## src/rtl/nchi_pkg.sv

```systemverilog
`timescale 1ns/1ps
package nchi_pkg;
    localparam int DW    = 8;
    localparam int OFS_W = 4;

    localparam logic [OFS_W-1:0] OFS_STAT = 4'h0;
    localparam logic [OFS_W-1:0] OFS_DIAG = 4'h1;

    localparam int B_RXINH  = 7;
    localparam int B_RSTFLG = 4;
    localparam int B_TXACK  = 3;
    localparam int B_RECON  = 2;
    localparam int B_TXAV   = 0;
    localparam int B_LIVE_LO = 5;

    localparam logic [DW-1:0] IRQ_CAPABLE = 8'h85;
    localparam logic [DW-1:0] FLAGS_RESET = 8'h91;

    localparam logic [2:0] CMD_CLRFLG   = 3'b101;
    localparam int         CLR_RST_BIT  = 3;
    localparam int         CLR_RECON_BIT = 4;

    localparam int N_DIAG = 3;
    localparam int DIAG_POS [N_DIAG] = '{4, 5, 7};

    typedef struct packed {
        logic [DW-1:0] flags;
        logic [DW-1:0] mask;
    } stat_st_t;

    typedef struct packed {
        logic [DW-1:0] rdata;
        logic          stb;
        logic [DW-1:0] code;
    } bus_st_t;
endpackage

```

## src/rtl/nchi_addr_dec.sv

```systemverilog
`timescale 1ns/1ps
module nchi_addr_dec #(
    parameter int ADDR_W     = 16,
    parameter int OFS_W      = 4,
    parameter int SEL_W      = 3,
    parameter int BASE_TAG   = 'h020,
    parameter int STRIDE_LG2 = 1
) (
    input  logic [SEL_W-1:0]  sel,
    input  logic              aen_n,
    input  logic [ADDR_W-1:0] addr,
    output logic              hit,
    output logic [OFS_W-1:0]  ofs
);
    localparam int TAG_W = ADDR_W - OFS_W;

    logic [TAG_W-1:0] tag_exp;

    // expand the base select into the full upper-address compare value
    always_comb begin
        tag_exp = TAG_W'(BASE_TAG) + (TAG_W'(sel) << STRIDE_LG2);
        hit     = !aen_n && (addr[ADDR_W-1:OFS_W] == tag_exp);
        ofs     = addr[OFS_W-1:0];
    end
endmodule

```

## src/rtl/nchi_status.sv

```systemverilog
`timescale 1ns/1ps
module nchi_status
    import nchi_pkg::*;
(
    input  logic          clk,
    input  logic          rst_n,
    input  logic          soft_rst,
    input  logic          mask_we,
    input  logic [DW-1:0] mask_wdata,
    input  logic          clr_rst_flag,
    input  logic          clr_recon,
    input  logic          rx_inh_set,
    input  logic          rx_inh_clr,
    input  logic          tx_avail_set,
    input  logic          tx_avail_clr,
    input  logic          tx_ack_set,
    input  logic          tx_ack_clr,
    input  logic          reconfig_evt,
    output logic [DW-1:0] flags,
    output logic [DW-1:0] mask,
    output logic          irq
);
    localparam int NPAIR = 3;
    localparam int PAIR_POS [NPAIR] = '{B_RXINH, B_TXAV, B_TXACK};

    stat_st_t st_d, st_q;
    logic [NPAIR-1:0] set_v, clr_v;

    assign set_v = {tx_ack_set, tx_avail_set, rx_inh_set};
    assign clr_v = {tx_ack_clr, tx_avail_clr, rx_inh_clr};

    always_comb begin
        st_d = st_q;
        for (int i = 0; i < NPAIR; i++) begin
            if (set_v[i])      st_d.flags[PAIR_POS[i]] = 1'b1;
            else if (clr_v[i]) st_d.flags[PAIR_POS[i]] = 1'b0;
        end
        if (reconfig_evt)   st_d.flags[B_RECON] = 1'b1;
        else if (clr_recon) st_d.flags[B_RECON] = 1'b0;
        if (clr_rst_flag)   st_d.flags[B_RSTFLG] = 1'b0;
        if (mask_we)        st_d.mask = mask_wdata;
        if (soft_rst) begin
            st_d.flags = FLAGS_RESET;
            st_d.mask  = '0;
        end
    end

    always_ff @(posedge clk or negedge rst_n) begin
        if (!rst_n) begin
            st_q.flags <= FLAGS_RESET;
            st_q.mask  <= '0;
        end else begin
            st_q <= st_d;
        end
    end

    assign flags = st_q.flags;
    assign mask  = st_q.mask;
    assign irq   = |(st_q.flags & st_q.mask & IRQ_CAPABLE);
endmodule

```

## src/rtl/nchi_diag.sv

```systemverilog
`timescale 1ns/1ps
module nchi_diag
    import nchi_pkg::*;
(
    input  logic              clk,
    input  logic              rst_n,
    input  logic              soft_rst,
    input  logic              rd_clr,
    input  logic [N_DIAG-1:0] evt,
    output logic [DW-1:0]     img
);
    logic [N_DIAG-1:0] dg_d, dg_q;

    // set wins over the clearing read so no event is dropped
    always_comb begin
        dg_d = rd_clr ? '0 : dg_q;
        dg_d = dg_d | evt;
        if (soft_rst) dg_d = '0;
    end

    always_ff @(posedge clk or negedge rst_n) begin
        if (!rst_n) dg_q <= '0;
        else        dg_q <= dg_d;
    end

    always_comb begin
        img = '0;
        for (int i = 0; i < N_DIAG; i++) img[DIAG_POS[i]] = dg_q[i];
    end
endmodule

```

## src/rtl/nchi_host_if.sv

```systemverilog
`timescale 1ns/1ps
module nchi_host_if
    import nchi_pkg::*;
#(
    parameter int ADDR_W = 16,
    parameter int SEL_W  = 3
) (
    input  logic              clk,
    input  logic              rst_n,
    input  logic              soft_rst,
    input  logic [SEL_W-1:0]  base_sel,
    input  logic              bus_aen_n,
    input  logic [ADDR_W-1:0] bus_addr,
    input  logic              bus_rd,
    input  logic              bus_wr,
    input  logic [DW-1:0]     bus_wdata,
    output logic [DW-1:0]     bus_rdata,
    input  logic              rx_inh_set,
    input  logic              rx_inh_clr,
    input  logic              tx_avail_set,
    input  logic              tx_avail_clr,
    input  logic              tx_ack_set,
    input  logic              tx_ack_clr,
    input  logic              reconfig_evt,
    input  logic [1:0]        core_live,
    input  logic [N_DIAG-1:0] diag_evt,
    output logic              irq,
    output logic              cmd_stb,
    output logic [DW-1:0]     cmd_code
);
    logic             dec_hit;
    logic [OFS_W-1:0] dec_ofs;
    logic [DW-1:0]    st_flags, st_mask, dg_img, stat_img;
    logic             rd_stat, rd_diag, wr_mask, wr_cmd, clr_cmd;
    bus_st_t          bs_d, bs_q;

    nchi_addr_dec #(.ADDR_W(ADDR_W), .OFS_W(OFS_W), .SEL_W(SEL_W)) u_dec (
        .sel(base_sel), .aen_n(bus_aen_n), .addr(bus_addr),
        .hit(dec_hit), .ofs(dec_ofs)
    );

    always_comb begin
        rd_stat = bus_rd && dec_hit && (dec_ofs == OFS_STAT);
        rd_diag = bus_rd && dec_hit && (dec_ofs == OFS_DIAG);
        wr_mask = bus_wr && dec_hit && (dec_ofs == OFS_STAT) && !soft_rst;
        wr_cmd  = bus_wr && dec_hit && (dec_ofs == OFS_DIAG) && !soft_rst;
        clr_cmd = wr_cmd && (bus_wdata[2:0] == CMD_CLRFLG);
    end

    nchi_status u_stat (
        .clk(clk), .rst_n(rst_n), .soft_rst(soft_rst),
        .mask_we(wr_mask), .mask_wdata(bus_wdata),
        .clr_rst_flag(clr_cmd && bus_wdata[CLR_RST_BIT]),
        .clr_recon(clr_cmd && bus_wdata[CLR_RECON_BIT]),
        .rx_inh_set(rx_inh_set), .rx_inh_clr(rx_inh_clr),
        .tx_avail_set(tx_avail_set), .tx_avail_clr(tx_avail_clr),
        .tx_ack_set(tx_ack_set), .tx_ack_clr(tx_ack_clr),
        .reconfig_evt(reconfig_evt),
        .flags(st_flags), .mask(st_mask), .irq(irq)
    );

    nchi_diag u_diag (
        .clk(clk), .rst_n(rst_n), .soft_rst(soft_rst),
        .rd_clr(rd_diag), .evt(diag_evt), .img(dg_img)
    );

    always_comb begin
        stat_img = st_flags;
        stat_img[B_LIVE_LO +: 2] = core_live;
    end

    always_comb begin
        bs_d     = bs_q;
        bs_d.stb = wr_cmd;
        if (wr_cmd) bs_d.code = bus_wdata;
        if (bus_rd) begin
            if (rd_stat)      bs_d.rdata = stat_img;
            else if (rd_diag) bs_d.rdata = dg_img;
            else              bs_d.rdata = '0;
        end
        if (soft_rst) bs_d = '0;
    end

    always_ff @(posedge clk or negedge rst_n) begin
        if (!rst_n) bs_q <= '0;
        else        bs_q <= bs_d;
    end

    assign bus_rdata = bs_q.rdata;
    assign cmd_stb   = bs_q.stb;
    assign cmd_code  = bs_q.code;
endmodule

```

## config.mk

```make
export PLATFORM = sky130hd
export DESIGN_NAME = nchi_host_if
export DESIGN_NICKNAME = d
export VERILOG_FILES = /design/src/rtl/nchi_pkg.sv /design/src/rtl/nchi_addr_dec.sv /design/src/rtl/nchi_status.sv /design/src/rtl/nchi_diag.sv /design/src/rtl/nchi_host_if.sv
export SDC_FILE = /design/constraint.sdc
export NUM_CORES = 1
export LEC_CHECK = 0
export BUFFER_PORTS_ARGS = -buffer_cell sky130_fd_sc_hd__buf_2
export CAP_MARGIN = 20
export CORE_AREA = 2 2 62 64
export DETAILED_ROUTE_END_ITERATION = 6
export DIE_AREA = 0 0 64 66
export PLACE_DENSITY = 0.76
export SLEW_MARGIN = 5
export SYNTH_ARGS = -nofsm -noshare
export SYNTH_HDL_FRONTEND = slang
export SYNTH_SLANG_ARGS = --single-unit
```

## constraint.sdc

```tcl
create_clock -name clk -period 0.8 [get_ports clk]
set_input_delay 0.08 -clock clk [delete_from_list [all_inputs] [get_ports clk]]
set_output_delay 0.08 -clock clk [all_outputs]
set_load 0.02 [all_outputs]
```

Word-level counts from Yosys, hierarchy flattened. Cells that the tools add are included.

Bits in registers: 33. Output and inout port bits: 18. Word-level logic and storage cells: 58.

Add/subtract/negate cells: 1. Equality and inequality tests: 3. Mux-type cells: 18. Bitwise gates (word level): 2. Reductions and logical operators: 24.

Operator list (number): 8-bit 2-to-1 mux (5); 17-bit 2-to-1 mux (1); 16-bit 2-to-1 mux (1); 12-bit == test (1); 1-bit logical AND (12); 3-bit nonzero test (4); 1-bit 2-to-1 mux (9); 8-bit AND (1); 2-bit nonzero test (4); 6-bit by 4-bit adder with 7-bit output (first input constant) (1); 3-bit 2-to-1 mux (2); 4-bit by 1-bit == test with 1-bit output (second input constant) (1); 4-bit zero test (1); 3-bit == test (second input constant) (1); 3-bit OR (1); 3-bit OR reduction (1); 1-bit zero test (2).

Depth between registers and ports, before layout. Gate-level depths: netlist (run 1).

Word-level depth: 11. Mapped depth: 6. Depth with buffers taken out: 4.

Modules after synthesis. Synthesis (run 1) repeated with hierarchy kept, for this count alone.

Cells, all modules: 164. Area, all modules: 1710.4 um^2.

Modules (own cells, without submodules): nchi_host_if (times used 1, cells each 83, area an instance 893.4 um^2); nchi_status (times used 1, cells each 51, area an instance 561.8 um^2); nchi_diag (times used 1, cells each 18, area an instance 161.4 um^2); nchi_addr_dec (times used 1, cells each 12, area an instance 93.8 um^2).

Worst setup path after synthesis (run 1). Ideal clock, no wire load.

Path type: in2reg. Start point: input bus_addr[13]. End point: register bs_q (netlist bit bus_rdata[4]). Setup time: 76 ps. Arrival time: 1504 ps. Path slack: -780 ps. Stages on the path: 4. Cells stage by stage: or4_4 -> or2_1 -> or4_4 -> o21ai_1.

Cells in the longest elaborated chain, start to end: 8.

Ends and longest elaborated chain: start, declared (line nchi_host_if.sv:13) `input logic [ADDR_W-1:0] bus_addr,`; 12-bit == test * (line nchi_addr_dec.sv:22) `hit = !aen_n && (addr[ADDR_W-1:OFS_W] == tag_exp);`; 1-bit logical AND * (line nchi_addr_dec.sv:22); 1-bit logical AND * (line nchi_host_if.sv:43, nchi_host_if.sv:44); 1-bit logical AND (line nchi_host_if.sv:44) `rd_diag = bus_rd && dec_hit && (dec_ofs == OFS_DIAG);`; 8-bit 2-to-1 mux (line nchi_host_if.sv:78) `else if (rd_diag) bs_d.rdata = dg_img;`; 8-bit 2-to-1 mux * (line nchi_host_if.sv:77) `if (rd_stat) bs_d.rdata = stat_img;`; 8-bit 2-to-1 mux * (line nchi_host_if.sv:76) `if (bus_rd) begin`; 17-bit 2-to-1 mux * (line nchi_host_if.sv:81) `if (soft_rst) bs_d = '0;`; end signal, assigned (line nchi_host_if.sv:86) `else bs_q <= bs_d;`; end, declared (line nchi_host_if.sv:35) `bus_st_t bs_d, bs_q;`.

Mark *: on every way between the ends. The rest lies on a longest branch, timed or not. The select of a mux whose other input is x is not followed. A chain may end at the register's enable or synchronous reset.

Worst setup path in the final report (run 1).
Start point: register, netlist name u_stat.mask[0]. End point: output irq.

Cells in the longest elaborated chain, start to end: 2.

Ends and longest elaborated chain: 8-bit AND (line nchi_status.sv:59) `assign irq = |(st_q.flags & st_q.mask & IRQ_CAPABLE);`; 3-bit OR reduction (line nchi_status.sv:59); end, declared (line nchi_host_if.sv:27) `output logic irq,`.

No other way between the ends.

==> results of run 1 <==
[cell usage after synthesis (3+ instances only)]
cell,count
nand4_1,12
o31ai_1,11
dfstp_2,3
mux2i_1,3
nor4_1,4
nor3_1,5
o2bb2ai_1,3
dfrtp_1,24
clkbuf_1,7
a21oi_1,12
xnor2_1,3
inv_1,7
o21ai_1,4
nor2_1,6
a32o_1,4
nand2_1,10
[per-stage QoR]
| step | instances | setup WS (ps) |
|---|---|---|
| floorplan | 139 | -716 |
| global placement | 264 | -884 |
| detailed placement | 264 | -934 |
| CTS | 292 | -604 |
| global route | 300 | -699 |
| finish | 300 | -590 |
[metal layers]
metal | up-vias | global-route usage
li1 | 754 | -
met1 | 779 | 0.249
met2 | 74 | 0.406
met3 | 4 | 0.0460
met4 | 0 | 0.0598
met5 | - | 0
[cell type report]
| class | count | area share |
|---|---|---|
| clock buffer | 3 | 0.00892 |
| clock inverter | 1 | 0.00198 |
| inverter | 7 | 0.0104 |
| multi-input combinational | 96 | 0.321 |
| sequential | 27 | 0.269 |
| tap | 48 | 0.0238 |
| timing repair buffer | 118 | 0.364 |
[cells by family after synthesis]
| group | count (synthesis) | synth area share |
|---|---|---|
| multiplexers | 3 | 0.0223 |
| flip-flops | 27 | 0.504 |
| other | 1 | 0.00278 |
| XOR/XNOR | 3 | 0.0195 |
| buffers and inverters | 17 | 0.0510 |
| AO/OA/AOI/OAI | 38 | 0.190 |
| AND/OR/NAND/NOR | 50 | 0.211 |
[timing repair]
item | CTS | global route
setup buffers | 9 | 6
cloned | 1 | 0
endpoints found under the setup margin | 43 | 43
resized for setup | 57 | 13
hold endpoints to repair | 38 | 2
hold buffers | 14 | 2
pin swaps | 7 | 4
[worst max path at each step]
stage,endpoint,slack (ps)
final,irq,-590
after detailed placement,cmd_code[7]$_DFFE_PN0P_,-930
after floorplan,u_stat.mask[0]$_DFFE_PN0P_,-720
after global placement,cmd_code[5]$_DFFE_PN0P_,-880
after global routing,irq,-700
after CTS,irq,-600
[sequential cells by signal, indices dropped and copies added, names as in the netlist]
register      flops
cmd_code          8
bus_rdata         7
u_stat.flags      5
u_diag.dg_q       3
u_stat.mask       3
cmd_stb           1
[cells in the final DEF (no fill, tap or decap), types with 3 or more instances in the layout]
master          n
clkbuf_4        3
nor2_1          6
o2bb2ai_1       3
o21ai_2         5
nor3_4          3
xnor2_1         3
nand2_1        10
a21oi_1        11
o31ai_2         7
dfstp_2         3
inv_1           5
or4_4           3
a32o_1          4
nand4_1        12
buf_6          21
buf_2          44
mux2i_1         3
dlygate4sd3_1  16
nor4_2          3
dfrtp_1        24
o31ai_4         4
buf_4          35
[power breakdown]
part | total (mW) | switching (mW) | internal (mW)
Sequential | 1.41 | 0.0147 | 1.39
Combinational | 0.520 | 0.261 | 0.259
Clock | 0.608 | 0.420 | 0.188
Total | 2.54 | 0.696 | 1.84
[worst max-delay path, cell delays in order (launching register included)]
cell and delay (ps):
dfrtp_1 410, a222oi_1 340, inv_1 70, buf_2 160
==> results.sh, run 1 <==
export IMPL_status="finished with violations"
export IMPL_violations="negative setup slack"
export IMPL_antenna_cells=0
export IMPL_postRouteAntennaNets=0
export IMPL_synth_edff_count=0
export IMPL_hpwl_mm=2.90
export IMPL_hold_class="in2reg"
export IMPL_initial_core_util=0.380
export IMPL_r2r_slack_ps=-110
export IMPL_worstPathMaxFanout=2
export IMPL_startpoint="u_stat.mask[0]$_DFFE_PN0P_"
export IMPL_synth_yosys_seq_area_share=0.504
export IMPL_grt_pass1_vias=1626
export IMPL_drive_above_1_share=0.567
export IMPL_synth_top_flop_cell="dfrtp_1"
export IMPL_r2r_end="bus_rdata[7]$_DFFE_PN0P_"
export IMPL_pwr_density_cell_nw_per_um2=1000
export IMPL_dieHeight_microns=66
export IMPL_numPortBuffers=61
export IMPL_crit_type="reg2out"
export IMPL_fin_util=0.711
export IMPL_synth_seq_cells=27
export IMPL_fin_crit_sh=1.74
export IMPL_yosysTopAreaCell="dfrtp_1"
export IMPL_pin_count=63
export IMPL_wl_mm=4.50
export IMPL_holdPathEnd="cmd_code[3]$_DFFE_PN0P_"
export IMPL_fp_dieArea_sq_um=4220
export IMPL_rsz0062_at_grt="true"
export IMPL_overflow=0
export IMPL_htreeDepth=1
export IMPL_mappedNetlistArea_sq_um=1350
export IMPL_multi_input_area_sq_um=811
export IMPL_nFillCells=252
export IMPL_cp_end_kind="output pin"
export IMPL_wl_met1_mm=1.69
export IMPL_ir_drop_mv=0.772
export IMPL_core_sq_um=3550
export IMPL_setup_ws_ps=-590
export IMPL_drt_pass1_iterations=4
export IMPL_p_leak_nw=1.20
export IMPL_hold_viol=0
export IMPL_crit_path_start_kind="flip-flop"
export IMPL_cts_tree="done"
export IMPL_yosysUniqueCellTypes=33
export IMPL_cts_root_buffer="clkbuf_4"
export IMPL_drt_iter0_drc=61
export IMPL_wire_per_inst_microns=15.0
export IMPL_cp_data_required_time_ps=720
export IMPL_crit_arrival_ps=1310
export IMPL_clkTransAtPathRegs_ps=150
export IMPL_top_layer="met4"
export IMPL_hold_depth=3
export IMPL_route_met3_wl_microns=338
export IMPL_async_flop_share=1.00
export IMPL_layout_min_cycle_time_ps=1390
export IMPL_drv_slew=0
export IMPL_reg2regPathDepth=3
export IMPL_syn_nets=184
export IMPL_layout_nets=298
export IMPL_area_growth_pct=87.1
export IMPL_rows=22
export IMPL_dpl_cell_area_sq_um=1940
export IMPL_cts_made_buffers=3
export IMPL_die_w_microns=64
export IMPL_setup_viol=43
export IMPL_grtUsageTotal=0.217
export IMPL_synth_cells=139
export IMPL_vias_per_cell=5.37
export IMPL_ys_warn_count=0
export IMPL_total_power_mw=2.54
export IMPL_clockBufferDepth=2
export IMPL_hp_start="bus_wdata[3]"
export IMPL_vias=1611
export IMPL_grt_max_degree=17
export IMPL_clk_insertion_delay_late_ps=330
export IMPL_fmax_mhz=719
export IMPL_avgSynthCellArea_sq_um=9.70
export IMPL_finalClockSkew_ps=3.52
export IMPL_cts_sinks=27
export IMPL_design_area_sq_um=2520
export IMPL_gp_congestion=0.784
export IMPL_r2r_start="u_stat.flags[7]$_DFFE_PN1P_"
export IMPL_tns_ps=-14380
export IMPL_antenna_found_initial=0
export IMPL_grt_pass1_wl_mm=7.19
export IMPL_worst_hold_slack_ps=21.1
export IMPL_seq_area_sq_um=679
export IMPL_drc_errors=0
export IMPL_synth_top_area_share=0.445
export IMPL_synth_area_leaders="dfrtp_1 45%, o31ai_1 6.1%, dfstp_2 5.8%"
export IMPL_dr_wl_met2_mm=2.44
export IMPL_maxCapViolations=0
(Power assumes the default switching activity.)
==> run 2, diff against run 1 <==
--- a/config.mk
+++ b/config.mk
@@ -7,10 +7,10 @@
 export LEC_CHECK = 0
 export BUFFER_PORTS_ARGS = -buffer_cell sky130_fd_sc_hd__buf_2
 export CAP_MARGIN = 20
-export CORE_AREA = 2 2 62 64
+export CORE_AREA = 2 2 61 63
 export DETAILED_ROUTE_END_ITERATION = 6
-export DIE_AREA = 0 0 64 66
-export PLACE_DENSITY = 0.76
+export DIE_AREA = 0 0 63 65
+export PLACE_DENSITY = 0.78
 export SLEW_MARGIN = 5
 export SYNTH_ARGS = -nofsm -noshare
 export SYNTH_HDL_FRONTEND = slang
==> run 2 against run 1 <==
The flow still finishes with violations (negative setup slack). Clock skew fell by 2.3 ps. Critical path type is now in2reg. Largest power group unchanged. Worst hold slack got worse by 2.5 ps. First-iteration DRC count is 28% lower. Count of clock-buffer cells in the layout did not move. Combinational power shrank 3%. Setup slack got worse by 5.3 ps. Global-route usage down 0.34 points.
==> results.sh, run 2 (synthesis results as in run 1) <==
export IMPL_startpoint="bus_addr[2]"
export IMPL_reg2regPathDepth=3
export IMPL_pwr_density_cell_nw_per_um2=1010
export IMPL_cts_root_buffer="clkbuf_4"
export IMPL_drc_errors=0
export IMPL_gp_congestion=0.805
export IMPL_final_cell_mix="43 x buf_2, 34 x buf_4, 24 x dfrtp_1, 22 x buf_6, 14 x dlygate4sd3_1"
export IMPL_cts_sinks=27
export IMPL_grtUsageTotal=0.214
export IMPL_top_layer="met4"
export IMPL_crit_end="u_stat.mask[7]$_DFFE_PN0P_"
export IMPL_maxCapViolations=0
export IMPL_vias=1574
export IMPL_dpl_cell_area_sq_um=1920
export IMPL_rows=22
export IMPL_critPathMaxStageDelay_ps=590
export IMPL_grt_max_degree=18
export IMPL_hold_viol=0
export IMPL_violations="negative setup slack"
export IMPL_cp_end_kind="flip-flop"
export IMPL_layout_min_cycle_time_ps=1400
export IMPL_grt_pass1_vias=1487
export IMPL_ir_drop_mv=0.668
export IMPL_clockBufferDepth=2
export IMPL_overflow=0
export IMPL_hold_class="in2reg"
export IMPL_core_sq_um=3500
export IMPL_crit_chain="buf_6 -> or4_4 -> or4_4 -> o31ai_2 -> a21oi_1"
export IMPL_setup_viol=43
export IMPL_final_instance_count_excl_fill=297
export IMPL_placed_cells=261
export IMPL_drt_iter0_drc=44
export IMPL_tns_ps=-14020
export IMPL_cts_tree="done"
export IMPL_crit_arrival_ps=1620
export IMPL_crit_path_start_kind="primary input"
export IMPL_worst_hold_slack_ps=18.7
export IMPL_drive_above_1_share=0.566
export IMPL_wire_per_inst_microns=14.9
export IMPL_postRouteAntennaNets=0
export IMPL_largest_register_ffs=8
export IMPL_finalClockSkew_ps=1.26
export IMPL_antenna_found_initial=0
export IMPL_hpwl_mm=2.85
export IMPL_fmax_mhz=717
export IMPL_dieHeight_microns=65
export IMPL_rsz0062_at_grt="true"
export IMPL_seq_area_sq_um=679
export IMPL_grt_pass1_wl_mm=7.04
export IMPL_htreeDepth=1
export IMPL_numPortBuffers=61
export IMPL_cp_data_required_time_ps=1030
export IMPL_layout_commonest_cell="buf_2"
export IMPL_worstPathMaxFanout=6
export IMPL_cp_common_cell="or4_4"
export IMPL_area_growth_pct=85.2
export IMPL_pin_count=63
export IMPL_initial_core_util=0.386
export IMPL_fin_crit_sh=1.74
export IMPL_r2r_slack_ps=-140
export IMPL_drv_slew=0
export IMPL_layout_nets=295
export IMPL_route_met3_wl_microns=243
export IMPL_fp_dieArea_sq_um=4100
export IMPL_drt_pass1_iterations=6
export IMPL_cpMaxStageDelayCell="or4_4"
export IMPL_wl_met1_mm=1.82
export IMPL_hold_depth=3
export IMPL_r2r_start="u_stat.flags[7]$_DFFE_PN1P_"
export IMPL_wl_mm=4.42
export IMPL_vias_per_cell=5.30
export IMPL_crit_type="in2reg"
export IMPL_clk_insertion_delay_late_ps=320
export IMPL_p_leak_nw=1.19
export IMPL_cts_made_buffers=3
export IMPL_r2r_end="bus_rdata[7]$_DFFE_PN0P_"
export IMPL_antenna_cells=0
export IMPL_multi_input_area_sq_um=803
export IMPL_status="finished with violations"
export IMPL_design_area_sq_um=2500
export IMPL_die_w_microns=63
export IMPL_setup_ws_ps=-595
export IMPL_nFillCells=262
export IMPL_clkTransAtPathRegs_ps=150
export IMPL_dr_wl_met2_mm=2.35
## run 2: cell count changes in the layout (fill, tap and decap cells not counted)
cell	previous run	this run
a32o_2	0	1
clkinvlp_4	0	1
buf_6	21	22
nor3_1	1	2
nor4_4	1	2
nor4_2	3	1
a32o_1	4	3
nor3_4	3	2
nor4_1	0	1
dlygate4sd3_1	16	14
buf_4	35	34
buf_2	44	43
clkinv_2	1	0
## run 2: worst min path at each step
stage                            start                          end
after CTS                 bus_wdata[1]      cmd_code[1]$_DFFE_PN0P_
after global routing      reconfig_evt  u_stat.flags[2]$_DFFE_PN0P_
after floorplan                  rst_n     bus_rdata[0]$_DFFE_PN0P_
final                     bus_wdata[1]      cmd_code[1]$_DFFE_PN0P_
after detailed placement         rst_n     bus_rdata[5]$_DFFE_PN0P_
after global placement           rst_n     u_diag.dg_q[1]$_DFF_PN0_
## run 2: stage by stage
stage                      util  power (mW)  setup WS, ps
after global placement    0.548        1.82          -878
after detailed placement  0.548        1.83          -939
after CTS                 0.674        2.53          -613
after global routing      0.714        2.65          -661
final                     0.714        2.51          -595
after floorplan               -        1.58          -716
## run 2: power breakdown
part           leakage [nW]  internal [mW]  switching, mW
Clock                0.0139          0.191          0.410
Combinational         0.812          0.247          0.257
Sequential            0.359           1.39         0.0141
Total                  1.19           1.83          0.681
## run 2: layer usage
layer	vias up	global-route usage
li1	748	-
met2	64	0.395
met4	0	0.0500
met3	2	0.0313
met5	-	0
met1	760	0.262
## run 2: repair_timing
item | CTS | global route
buffers inserted | 8 | 10
cloned | 1 | 0
endpoints found under the setup margin | 43 | 43
gates resized for setup | 58 | 13
pin swaps | 8 | 7
hold buffers | 14 | 0
hold endpoints to repair | 39 | 0
## run 2: worst max-delay path, delay by kind of cell
kind | cells | cell delay, ps
and+or+nand+nor | 2 | 1160
buffers and inverters | 1 | 90
AOI/OAI and AO/OA | 2 | 290
## run 2: layout make-up
cell class | count | share of cell area
Clock buffer | 3 | 0.00902
Clock inverter | 1 | 0.00301
Inverter | 7 | 0.0105
Multi-Input combinational cell | 96 | 0.322
Sequential cell | 27 | 0.272
Tap cell | 48 | 0.0240
Timing Repair Buffer | 115 | 0.360
==> run 3, diff against run 2 <==
--- a/config.mk
+++ b/config.mk
@@ -5,11 +5,11 @@
 export SDC_FILE = /design/constraint.sdc
 export NUM_CORES = 1
 export LEC_CHECK = 0
+export ABC_AREA = 1
 export BUFFER_PORTS_ARGS = -buffer_cell sky130_fd_sc_hd__buf_2
-export CAP_MARGIN = 20
-export CORE_AREA = 2 2 61 63
+export CORE_AREA = 2 2 62 64
 export DETAILED_ROUTE_END_ITERATION = 6
-export DIE_AREA = 0 0 63 65
+export DIE_AREA = 0 0 64 66
 export PLACE_DENSITY = 0.78
 export SLEW_MARGIN = 5
 export SYNTH_ARGS = -nofsm -noshare
==> run 3 against run 2 <==
The run still ends with negative setup slack left. Sequential share of layout area is 1.6 points lower. Core utilization is 3.3 points higher. Largest cell class unchanged. Largest power group unchanged. Count of clock-buffer cells in the layout is 1 higher. First-iteration DRC count is 4.5% higher. Die area is 3.2% higher.
==> results.sh, run 3 <==
export IMPL_cts_made_buffers=3
export IMPL_crit_type="reg2out"
export IMPL_rows=22
export IMPL_top_layer="met4"
export IMPL_initial_core_util=0.401
export IMPL_postRouteAntennaNets=0
export IMPL_maxCapViolations=0
export IMPL_die_w_microns=64
export IMPL_crit_path_start_kind="flip-flop"
export IMPL_hpwl_mm=2.81
export IMPL_clkTransAtPathRegs_ps=130
export IMPL_fmax_mhz=811
export IMPL_overflow=0
export IMPL_hold_viol=0
export IMPL_yosysUniqueCellTypes=29
export IMPL_crit_arrival_ps=1150
export IMPL_drt_iter0_drc=46
export IMPL_grt_max_degree=15
export IMPL_hold_depth=4
export IMPL_cpMaxStageDelayCell="dfstp_2"
export IMPL_pwr_density_cell_nw_per_um2=970
export IMPL_htreeDepth=1
export IMPL_numPortBuffers=61
export IMPL_vias_per_cell=4.78
export IMPL_antenna_cells=0
export IMPL_grtUsageTotal=0.210
export IMPL_setup_ws_ps=-434
export IMPL_antenna_found_initial=0
export IMPL_r2r_start="u_stat.flags[7]$_DFFE_PN1P_"
export IMPL_synthTopCellsByCount="49 x nand2_1, 24 x dfrtp_1, 19 x nor2_1"
export IMPL_startpoint="u_stat.flags[0]$_DFFE_PN1P_"
export IMPL_holdPathEnd="u_stat.flags[3]$_DFFE_PN0P_"
export IMPL_hold_class="in2reg"
export IMPL_ir_drop_mv=0.963
export IMPL_p_leak_nw=1.35
export IMPL_place_ws_ps=-484
export IMPL_critPathMaxStageDelay_ps=590
export IMPL_cp_end_kind="output pin"
export IMPL_synth_edff_count=0
export IMPL_drt_pass1_iterations=5
export IMPL_ys_warn_count=0
export IMPL_drv_slew=0
export IMPL_rsz0062_at_grt="true"
export IMPL_finalClockSkew_ps=5.25
export IMPL_synth_most_common_cell="nand2_1"
export IMPL_hp_start="tx_ack_clr"
export IMPL_wire_per_inst_microns=13.2
export IMPL_r2r_end="bus_rdata[7]$_DFFE_PN0P_"
export IMPL_fp_dieArea_sq_um=4220
export IMPL_yosysTopAreaCell="dfrtp_1"
export IMPL_clk_insertion_delay_late_ps=330
export IMPL_violations="negative setup slack"
export IMPL_status="finished with violations"
export IMPL_core_sq_um=3550
export IMPL_setup_viol=37
export IMPL_layout_min_cycle_time_ps=1230
export IMPL_grt_pass1_wl_mm=7.04
export IMPL_wl_met1_mm=1.77
export IMPL_mappedNetlistArea_sq_um=1420
export IMPL_layout_commonest_cell="nand2_1"
export IMPL_r2r_slack_ps=-130
export IMPL_cts_root_buffer="clkbuf_4"
export IMPL_avgSynthCellArea_sq_um=8.37
export IMPL_pin_count=63
export IMPL_dr_wl_met2_mm=2.33
export IMPL_cp_data_required_time_ps=720
export IMPL_route_met3_wl_microns=170
export IMPL_drive_above_1_share=0.573
export IMPL_synth_seq_cells=27
export IMPL_synth_area_leaders="dfrtp_1 42%, nand2_1 13%, nand3_1 6.0%"
export IMPL_synth_top_flop_cell="dfrtp_1"
export IMPL_final_cell_mix="37 x nand2_1, 31 x buf_6, 30 x buf_2, 26 x buf_4, 24 x dfrtp_1"
export IMPL_dieHeight_microns=66
export IMPL_crit_chain="nand2_2 -> nand3_2 -> buf_6"
export IMPL_async_flop_share=1.00
export IMPL_syn_nets=215
export IMPL_cts_sinks=27
export IMPL_vias=1572
export IMPL_dpl_cell_area_sq_um=1970
export IMPL_clockBufferDepth=2
export IMPL_area_growth_pct=86.5
export IMPL_design_area_sq_um=2650
export IMPL_worstPathMaxFanout=3
export IMPL_cts_tree="done"
export IMPL_drc_errors=0
export IMPL_synth_cells=170
export IMPL_gp_congestion=0.914
export IMPL_synth_yosys_seq_area_share=0.478
export IMPL_fin_crit_sh=1.54
export IMPL_wl_mm=4.34
export IMPL_largest_register_ffs=8
export IMPL_synth_top_area_share=0.422
export IMPL_layout_nets=327
export IMPL_grt_pass1_vias=1584
export IMPL_reg2regPathDepth=4
## run 3: cell types whose count changed after synthesis, sizes merged, moves of 7 or more
| cell | change |
|---|---|
| nand2 | +44 |
| inv | +9 |
| nand4 | -7 |
| o31ai | -10 |
| a21oi | -7 |
| nor2 | +20 |
| nand3 | +17 |
## run 3: per-layer routing
layer	up-vias	global-route usage
li1	763	-
met1	754	0.249
met2	45	0.387
met3	10	0.0443
met4	0	0.0516
met5	-	0
## run 3: metrics by stage
step	TNS, ps	hold slack (ps)	total power [mW]	instances	utilization
floorplan	-3390	-216	1.59	170	-
global placement	-9380	-15.6	1.83	291	0.554
detailed placement	-10380	-11.0	1.83	291	0.554
CTS	-4390	40.9	2.56	320	0.704
global route	-6970	45.4	2.69	329	0.747
finish	-5050	38.9	2.57	329	0.747
## run 3: worst max path at each step
stage,to,slack (ps)
finish,irq,-430
global route,irq,-470
CTS,irq,-430
detailed placement,cmd_code[4]$_DFFE_PN0P_,-480
global placement,u_diag.dg_q[0]$_DFF_PN0_,-440
floorplan,u_diag.dg_q[0]$_DFF_PN0_,-200
## run 3: timing repair
action                                  in CTS  in global routing
endpoints found under the setup margin      41                 42
resized for setup                           74                 22
pin swaps                                   20                 14
hold buffers                                19                  0
endpoints found under the hold margin       47                  0
buffers inserted                             6                 11
## run 3: cell families after synthesis
logic type,share of synthesized area
compound gates,0.0440
flops,0.478
buf+inv,0.0580
other cells,0.00264
simple gates,0.418
## run 3: worst max-delay path, delay by kind of cell, from the launching register on
kind | cells | cell delay (ps)
simple gates | 2 | 120
buf+inv | 1 | 120
flops | 1 | 590
## run 3: report_power, final
| group | switching [mW] | internal [mW] | leakage, nW |
|---|---|---|---|
| clock network | 0.387 | 0.196 | 0.0150 |
| registers | 0.0187 | 1.39 | 0.360 |
| logic | 0.276 | 0.306 | 0.971 |
| total | 0.682 | 1.89 | 1.35 |
## run 3: area by class of cell
cell class / instances / area, sq um
Timing Repair Buffer: 110 / 955
Fill cell: 235 / 898
Multi-Input combinational cell: 124 / 852
Sequential cell: 27 / 679
Inverter: 16 / 80.1
Tap cell: 48 / 60.1
Clock buffer: 4 / 26.3
